**src/rtl/gpint_pkg.sv**
```systemverilog
package gpint_pkg;
    localparam int ADDR_W = 3;

    typedef enum logic [ADDR_W-1:0] {
        REG_SENSE    = 3'd0,
        REG_POLAR    = 3'd1,
        REG_ACK      = 3'd2,
        REG_ENABLE   = 3'd3,
        REG_DEBOUNCE = 3'd4,
        REG_STATUS   = 3'd5
    } reg_addr_e;

    typedef enum logic {
        DB_STEADY = 1'b0,
        DB_SETTLE = 1'b1
    } db_state_e;
endpackage

```
**src/rtl/gpint_tick.sv**
```systemverilog
module gpint_tick #(
    parameter int TICK_DIV = 4
) (
    input  logic clk,
    input  logic rst_n,
    output logic tick
);
    generate
        if (TICK_DIV <= 1) begin : g_every
            logic unused_ok;
            assign unused_ok = clk ^ rst_n;
            assign tick = 1'b1;
        end else begin : g_div
            localparam int CW = $clog2(TICK_DIV);
            localparam logic [CW-1:0] LAST = CW'(TICK_DIV - 1);
            logic [CW-1:0] cnt;

            always_ff @(posedge clk or negedge rst_n) begin
                if (!rst_n)
                    cnt <= '0;
                else if (cnt == LAST)
                    cnt <= '0;
                else
                    cnt <= cnt + 1'b1;
            end

            assign tick = (cnt == LAST);

            // sample ticks are never back to back when the divider exceeds one
            p_tick_spacing_r8: assert property (@(posedge clk) disable iff (!rst_n)
                tick |=> !tick);
        end
    endgenerate
endmodule

```
**src/rtl/gpint_line_cond.sv**
```systemverilog
module gpint_line_cond
    import gpint_pkg::*;
#(
    parameter int SETTLE_TICKS = 3
) (
    input  logic clk,
    input  logic rst_n,
    input  logic pin,
    input  logic tick,
    input  logic deb_en,
    output logic level
);
    localparam int CW     = $clog2(SETTLE_TICKS + 1);
    localparam int LAST_I = SETTLE_TICKS - 1;
    localparam logic [CW-1:0] LAST = CW'(LAST_I);

    logic meta_q, sync_q;
    db_state_e state_q, state_nx;
    logic [CW-1:0] cnt_q, cnt_nx;
    logic held_q, held_nx;

    // two-flop synchroniser
    always_ff @(posedge clk or negedge rst_n) begin
        if (!rst_n) begin
            meta_q <= 1'b0;
            sync_q <= 1'b0;
        end else begin
            meta_q <= pin;
            sync_q <= meta_q;
        end
    end

    // state register
    always_ff @(posedge clk or negedge rst_n) begin
        if (!rst_n) begin
            state_q <= DB_STEADY;
            cnt_q   <= '0;
            held_q  <= 1'b0;
        end else begin
            state_q <= state_nx;
            cnt_q   <= cnt_nx;
            held_q  <= held_nx;
        end
    end

    // next-state logic
    always_comb begin
        state_nx = state_q;
        cnt_nx   = cnt_q;
        held_nx  = held_q;
        if (!deb_en) begin
            state_nx = DB_STEADY;
            cnt_nx   = '0;
            held_nx  = sync_q;
        end else begin
            unique case (state_q)
                DB_STEADY: begin
                    if (tick && (sync_q != held_q)) begin
                        if (SETTLE_TICKS <= 1) begin
                            held_nx = sync_q;
                        end else begin
                            state_nx = DB_SETTLE;
                            cnt_nx   = CW'(1);
                        end
                    end
                end
                DB_SETTLE: begin
                    if (tick) begin
                        if (sync_q == held_q) begin
                            state_nx = DB_STEADY;
                            cnt_nx   = '0;
                        end else if (cnt_q == LAST) begin
                            state_nx = DB_STEADY;
                            cnt_nx   = '0;
                            held_nx  = sync_q;
                        end else begin
                            cnt_nx = cnt_q + 1'b1;
                        end
                    end
                end
                default: state_nx = DB_STEADY;
            endcase
        end
    end

    // output logic
    always_comb begin
        level = deb_en ? held_q : sync_q;
    end

    // the accepted level cannot move between sample ticks while filtering
    p_hold_between_ticks_r8: assert property (@(posedge clk) disable iff (!rst_n)
        (deb_en && !tick) |=> $stable(held_q));
endmodule

```
**src/rtl/gpint_event_latch.sv**
```systemverilog
module gpint_event_latch #(
    parameter int LINES = 8
) (
    input  logic             clk,
    input  logic             rst_n,
    input  logic [LINES-1:0] level,
    input  logic [LINES-1:0] sense,
    input  logic [LINES-1:0] polar,
    input  logic [LINES-1:0] enable,
    input  logic [LINES-1:0] ack,
    output logic [LINES-1:0] pend
);
    logic [LINES-1:0] prev_q;
    logic [LINES-1:0] rise, fall, hit;

    always_comb begin
        rise = level & ~prev_q;
        fall = ~level & prev_q;
        hit  = sense & enable & ((polar & rise) | (~polar & fall));
    end

    always_ff @(posedge clk or negedge rst_n) begin
        if (!rst_n) begin
            prev_q <= '0;
            pend   <= '0;
        end else begin
            prev_q <= level;
            pend   <= (pend & ~ack) | hit;
        end
    end

    // an acknowledged flag with no new edge is clear on the next cycle
    p_ack_clears_r5: assert property (@(posedge clk) disable iff (!rst_n)
        ((ack & ~hit) != '0) |=> ((pend & $past(ack & ~hit)) == '0));

    // a flag may only appear on an enabled edge-sensed line
    p_set_needs_edge_mode_r4: assert property (@(posedge clk) disable iff (!rst_n)
        ((pend & ~$past(pend) & ~$past(sense & enable)) == '0));

    // a flag drops only when acknowledged
    p_flag_holds_r4: assert property (@(posedge clk) disable iff (!rst_n)
        ((~pend & $past(pend) & ~$past(ack)) == '0));
endmodule

```
**src/rtl/gpint_regs.sv**
```systemverilog
module gpint_regs
    import gpint_pkg::*;
#(
    parameter int LINES = 8
) (
    input  logic              clk,
    input  logic              rst_n,
    input  logic              wr,
    input  logic [ADDR_W-1:0] addr,
    input  logic [LINES-1:0]  wdata,
    input  logic [LINES-1:0]  status,
    output logic [LINES-1:0]  rdata,
    output logic [LINES-1:0]  sense,
    output logic [LINES-1:0]  polar,
    output logic [LINES-1:0]  enable,
    output logic [LINES-1:0]  deb_en,
    output logic [LINES-1:0]  ack
);
    always_ff @(posedge clk or negedge rst_n) begin
        if (!rst_n) begin
            sense  <= '0;
            polar  <= '0;
            enable <= '0;
            deb_en <= '0;
        end else if (wr) begin
            case (addr)
                REG_SENSE:    sense  <= wdata;
                REG_POLAR:    polar  <= wdata;
                REG_ENABLE:   enable <= wdata;
                REG_DEBOUNCE: deb_en <= wdata;
                default: ;
            endcase
        end
    end

    always_comb begin
        ack = (wr && (addr == REG_ACK)) ? wdata : '0;
    end

    always_comb begin
        case (addr)
            REG_SENSE:    rdata = sense;
            REG_POLAR:    rdata = polar;
            REG_ENABLE:   rdata = enable;
            REG_DEBOUNCE: rdata = deb_en;
            REG_STATUS:   rdata = status;
            default:      rdata = '0;
        endcase
    end

    // a write to the status address leaves every configuration register alone
    p_status_ro_r9: assert property (@(posedge clk) disable iff (!rst_n)
        (wr && (addr == REG_STATUS)) |=> $stable({sense, polar, enable, deb_en}));
endmodule

```
**src/rtl/gpio_irq_detect.sv**
```systemverilog
module gpio_irq_detect
    import gpint_pkg::*;
#(
    parameter int LINES        = 8,
    parameter int TICK_DIV     = 4,
    parameter int SETTLE_TICKS = 3
) (
    input  logic              clk,
    input  logic              rst_n,
    input  logic [LINES-1:0]  pin_in,
    input  logic              bus_wr,
    input  logic [ADDR_W-1:0] bus_addr,
    input  logic [LINES-1:0]  bus_wdata,
    output logic [LINES-1:0]  bus_rdata,
    output logic              irq_out
);
    logic             tick;
    logic [LINES-1:0] level, pend, status;
    logic [LINES-1:0] sense, polar, enable, deb_en, ack;

    gpint_tick #(.TICK_DIV(TICK_DIV)) u_tick (
        .clk  (clk),
        .rst_n(rst_n),
        .tick (tick)
    );

    for (genvar i = 0; i < LINES; i++) begin : g_line
        gpint_line_cond #(.SETTLE_TICKS(SETTLE_TICKS)) u_cond (
            .clk   (clk),
            .rst_n (rst_n),
            .pin   (pin_in[i]),
            .tick  (tick),
            .deb_en(deb_en[i]),
            .level (level[i])
        );
    end

    gpint_event_latch #(.LINES(LINES)) u_latch (
        .clk   (clk),
        .rst_n (rst_n),
        .level (level),
        .sense (sense),
        .polar (polar),
        .enable(enable),
        .ack   (ack),
        .pend  (pend)
    );

    gpint_regs #(.LINES(LINES)) u_regs (
        .clk   (clk),
        .rst_n (rst_n),
        .wr    (bus_wr),
        .addr  (bus_addr),
        .wdata (bus_wdata),
        .status(status),
        .rdata (bus_rdata),
        .sense (sense),
        .polar (polar),
        .enable(enable),
        .deb_en(deb_en),
        .ack   (ack)
    );

    always_comb begin
        status  = enable & ((sense & pend) | (~sense & ~(level ^ polar)));
        irq_out = |status;
    end
endmodule

```
**config.mk**
```make
export PLATFORM = sky130hd
export DESIGN_NAME = gpio_irq_detect
export DESIGN_NICKNAME = d
export VERILOG_FILES = /design/src/rtl/gpint_pkg.sv /design/src/rtl/gpint_tick.sv /design/src/rtl/gpint_line_cond.sv /design/src/rtl/gpint_event_latch.sv /design/src/rtl/gpint_regs.sv /design/src/rtl/gpio_irq_detect.sv
export SDC_FILE = /design/constraint.sdc
export NUM_CORES = 1
export LEC_CHECK = 0
export ABC_AREA = 1
export BUFFER_PORTS_ARGS = -buffer_cell sky130_fd_sc_hd__buf_2
export CELL_PAD_IN_SITES_DETAIL_PLACEMENT = 0
export CELL_PAD_IN_SITES_GLOBAL_PLACEMENT = 1
export CORE_MARGIN = 5
export CORE_UTILIZATION = 45
export CTS_BUF_LIST = sky130_fd_sc_hd__clkbuf_4 sky130_fd_sc_hd__clkbuf_8 sky130_fd_sc_hd__clkbuf_16
export DETAILED_ROUTE_END_ITERATION = 10
export GPL_TIMING_DRIVEN = 1
export HOLD_SLACK_MARGIN = 0.15
export PLACE_DENSITY = 0.84
export SLEW_MARGIN = 20
export SYNTH_ARGS = -nofsm -noshare
export SYNTH_HDL_FRONTEND = slang
export SYNTH_SLANG_ARGS = --single-unit
export TNS_END_PERCENT = 1
```
**constraint.sdc**
```tcl
create_clock -name clk -period 4 [get_ports clk]
set_clock_uncertainty 0.2 [all_clocks]
set_input_delay 0.8 -clock clk [delete_from_list [all_inputs] [get_ports clk]]
set_output_delay 0.8 -clock clk [all_outputs]
set_load 0.01 [all_outputs]
```
==> run metrics <==
outcome complete, no violations; Reg-to-Reg Start u_tick.g_div.cnt[0]; Worst Hold Class reg -> reg; Async SR Flop Fraction 100%; yosys warns 0; syn_nets 582; Fmax achieved 332 MHz; Sinks on Clock Net 98; Routability Congestion 0.847; crit path kind in -> out; critical path startpoint bus_addr[2]; Die W 111 um; WP data arrival about 2 ns; Placement Rows 37; critical path's slowest cell nor3_2; Avg Inst Size Synth 8.25 um^2; Yosys reg bits 98; Num CTS Buffers 9; Vias/cell 5.27; post-CTS sizing 0; clock-pin transition on the worst setup and hold timing paths 0.09 ns; total power draw approximately 0.0025 W; RSZ-0062 raised after global routing no; first-pass GRT wire length 17600 um; Routed WL 10500 um; leak pwr roughly 2.5 nW; Core ar. 10100 um^2; Req. time, crit path approximately 3 ns; gr usage total 17.7%; CTS Buffer Depth 2; Worst-Margin Slew 0.770 ns; CP max stage delay 0.54 ns; Die Footprint 12400 um^2; Post-synth EDFFs 0; Crit Path Max Fanout 8; ANT nets after route 0; CP startpoint kind input port; clk_lat worst skew approximately 0.37 ns; PwrDens just under 500 nW/um^2; Setup Buffers After CTS 0; I/O pin count 31; top cells by count, synth nand2_1, dfrtp_1, inv_1; grt total ovfl 0; Detailed Place HPWL 7210 um; largest net degree at the start of global routing 60; CTS H-tree depth 3; Die Height 111 um; initial antenna violation count 0; vias 3872; Synth top area share between 50% and 60%; routed len/inst 14.2 um; dominant synthesized flop cell dfrtp_1; DRT iter0 DRCs between 200 and 300; TritonRoute pass-1 iters 5; min-delay src g_line[5].u_cond.meta_q; ant diodes 0; I/O Buffers 30; fin. max-slew vios 0; crit path time final approximately 3.0 ns; Yosys cell types 32; Setup WS pre-CTS 0.991 ns; Relative slew margins 48.7%; Area growth syn-to-layout 10.8%; cell with the most instances after synthesis nand2_1; root buf cell clkbuf_8; cells taking the most area after synthesis dfrtp_1, nand2_1, nand3_1; Final setup viols 0; Synth area leader dfrtp_1; Synth Cell Area around 4600 um^2; Final period util 75.2%; Max rail drop VDD 0.233 mV; Fin. Hold Viols 0; DR DRC count 0; sequential fraction of the synthesis area 53.2%; fin nets slightly above 600; endpoint type of the worst setup path output port; Post-Syn Instances 559; share of layout cells above drive strength 1 10.7%; total of max-cap violations 0; Hold Buf Count CTS 0; TritonCTS clock tree yes; number of global-route vias before repair 3695; setup ws final 0.992 ns; Starting Density 45.5%; # fillers 955; Cell Chain, Critical Path buf_2 > inv_1 > nor3_2 > nand3_1 > nand3_1 > buf_2; setup_tns 0 ns
registers in the layout, indices dropped and copies added (netlist names):
signal / flops
g_line.u_cond.held_q: 8
u_regs.polar: 8
g_line.u_cond.cnt_q: 16
g_line.u_cond.meta_q: 8
u_regs.sense: 8
g_line.u_cond.state_q: 8
u_latch.pend: 8
u_latch.prev_q: 8
u_regs.enable: 8
u_regs.deb_en: 8
u_tick.g_div.cnt: 2
g_line.u_cond.sync_q: 8
report_power, final:
group	leakage, nW	total (W)	switching [W]	internal [W]
registers	1.22	0.00131	0.000151	0.00116
clock network	0.0911	0.000647	0.000337	0.000310
logic	1.15	0.000499	0.000314	0.000186
total	2.46	0.00246	0.000803	0.00165
worst max-delay path: cells and delay by family:
| kind | cells | cell delay (ns) |
|---|---|---|
| buffers and inverters | 3 | 0.35 |
| AND/OR/NAND/NOR | 3 | 0.85 |
cell usage in the layout, fill, tap and decap left out, drive strengths merged, types with 2 or more instances in the layout:
cell,n
a21oi,35
buf,33
clkbuf,11
clkinvlp,3
dfrtp,98
inv,67
nand2,168
nand3,54
nand4,9
nor2,15
nor3,4
nor4,2
o2111ai,3
o21a,7
o21ai,60
o22ai,7
o31ai,13
xor2,2
layout make-up:
type	count	area, um^2	share of cell area [%]
Tap cell	136	170	3.33
Inverter	68	255	5.00
Multi-Input combinational cell	385	1860	36.4
Timing Repair Buffer	33	175	3.43
Clock inverter	4	52.6	1.03
Sequential cell	98	2450	48.0
Clock buffer	11	145	2.84
through the flow:
stage          area (um^2)  hold WS, ns  utilization (%)  std cells
2_1_floorplan         4610        0.131                -        559
3_3_place_gp          4910        0.133             48.4        720
3_5_place_dp          4910        0.138             48.4        720
4_1_cts               5110        0.159             50.4        735
5_1_grt               5110        0.166             50.4        735
6_report              5110        0.156             50.4        735
path summary, 6_finish.rpt:
kind	to	slack, ns	depth (start not counted)
setup / recovery	bus_rdata[5]	0.99	6
hold / removal	g_line[5].u_cond.sync_q	0.16	0
setup reg to reg	g_line[5].u_cond.held_q	2.21	5
hold reg to reg	g_line[5].u_cond.sync_q	0.16	0
max in group asynchronous	u_regs.sense[0]	2.51	2
min in group asynchronous	g_line[4].u_cond.held_q	0.29	1
metal layers:
metal | up-vias | part of all wire (%) | track usage, %
li1 | 1932 | - | -
met1 | 1830 | 46 | 23.2
met2 | 102 | 47 | 28.9
met3 | 8 | 6.0 | 5.35
met4 | 0 | 0.91 | 3.89
met5 | - | 0 | 0
logic make-up (layout without fill, tap and decap cells):
kind of cell,after synthesis,count (layout),synth area share [%]
AO/OA/AOI/OAI,128,128,16.2
XOR/XNOR,2,2,0.380
adder cells (fa/ha/maj),1,1,0.271
buffers and inverters,76,116,6.49
flip-flops,98,98,53.2
AND/OR/NAND/NOR,254,254,23.5
No activity file was read; power rests on OpenSTA's default activity.
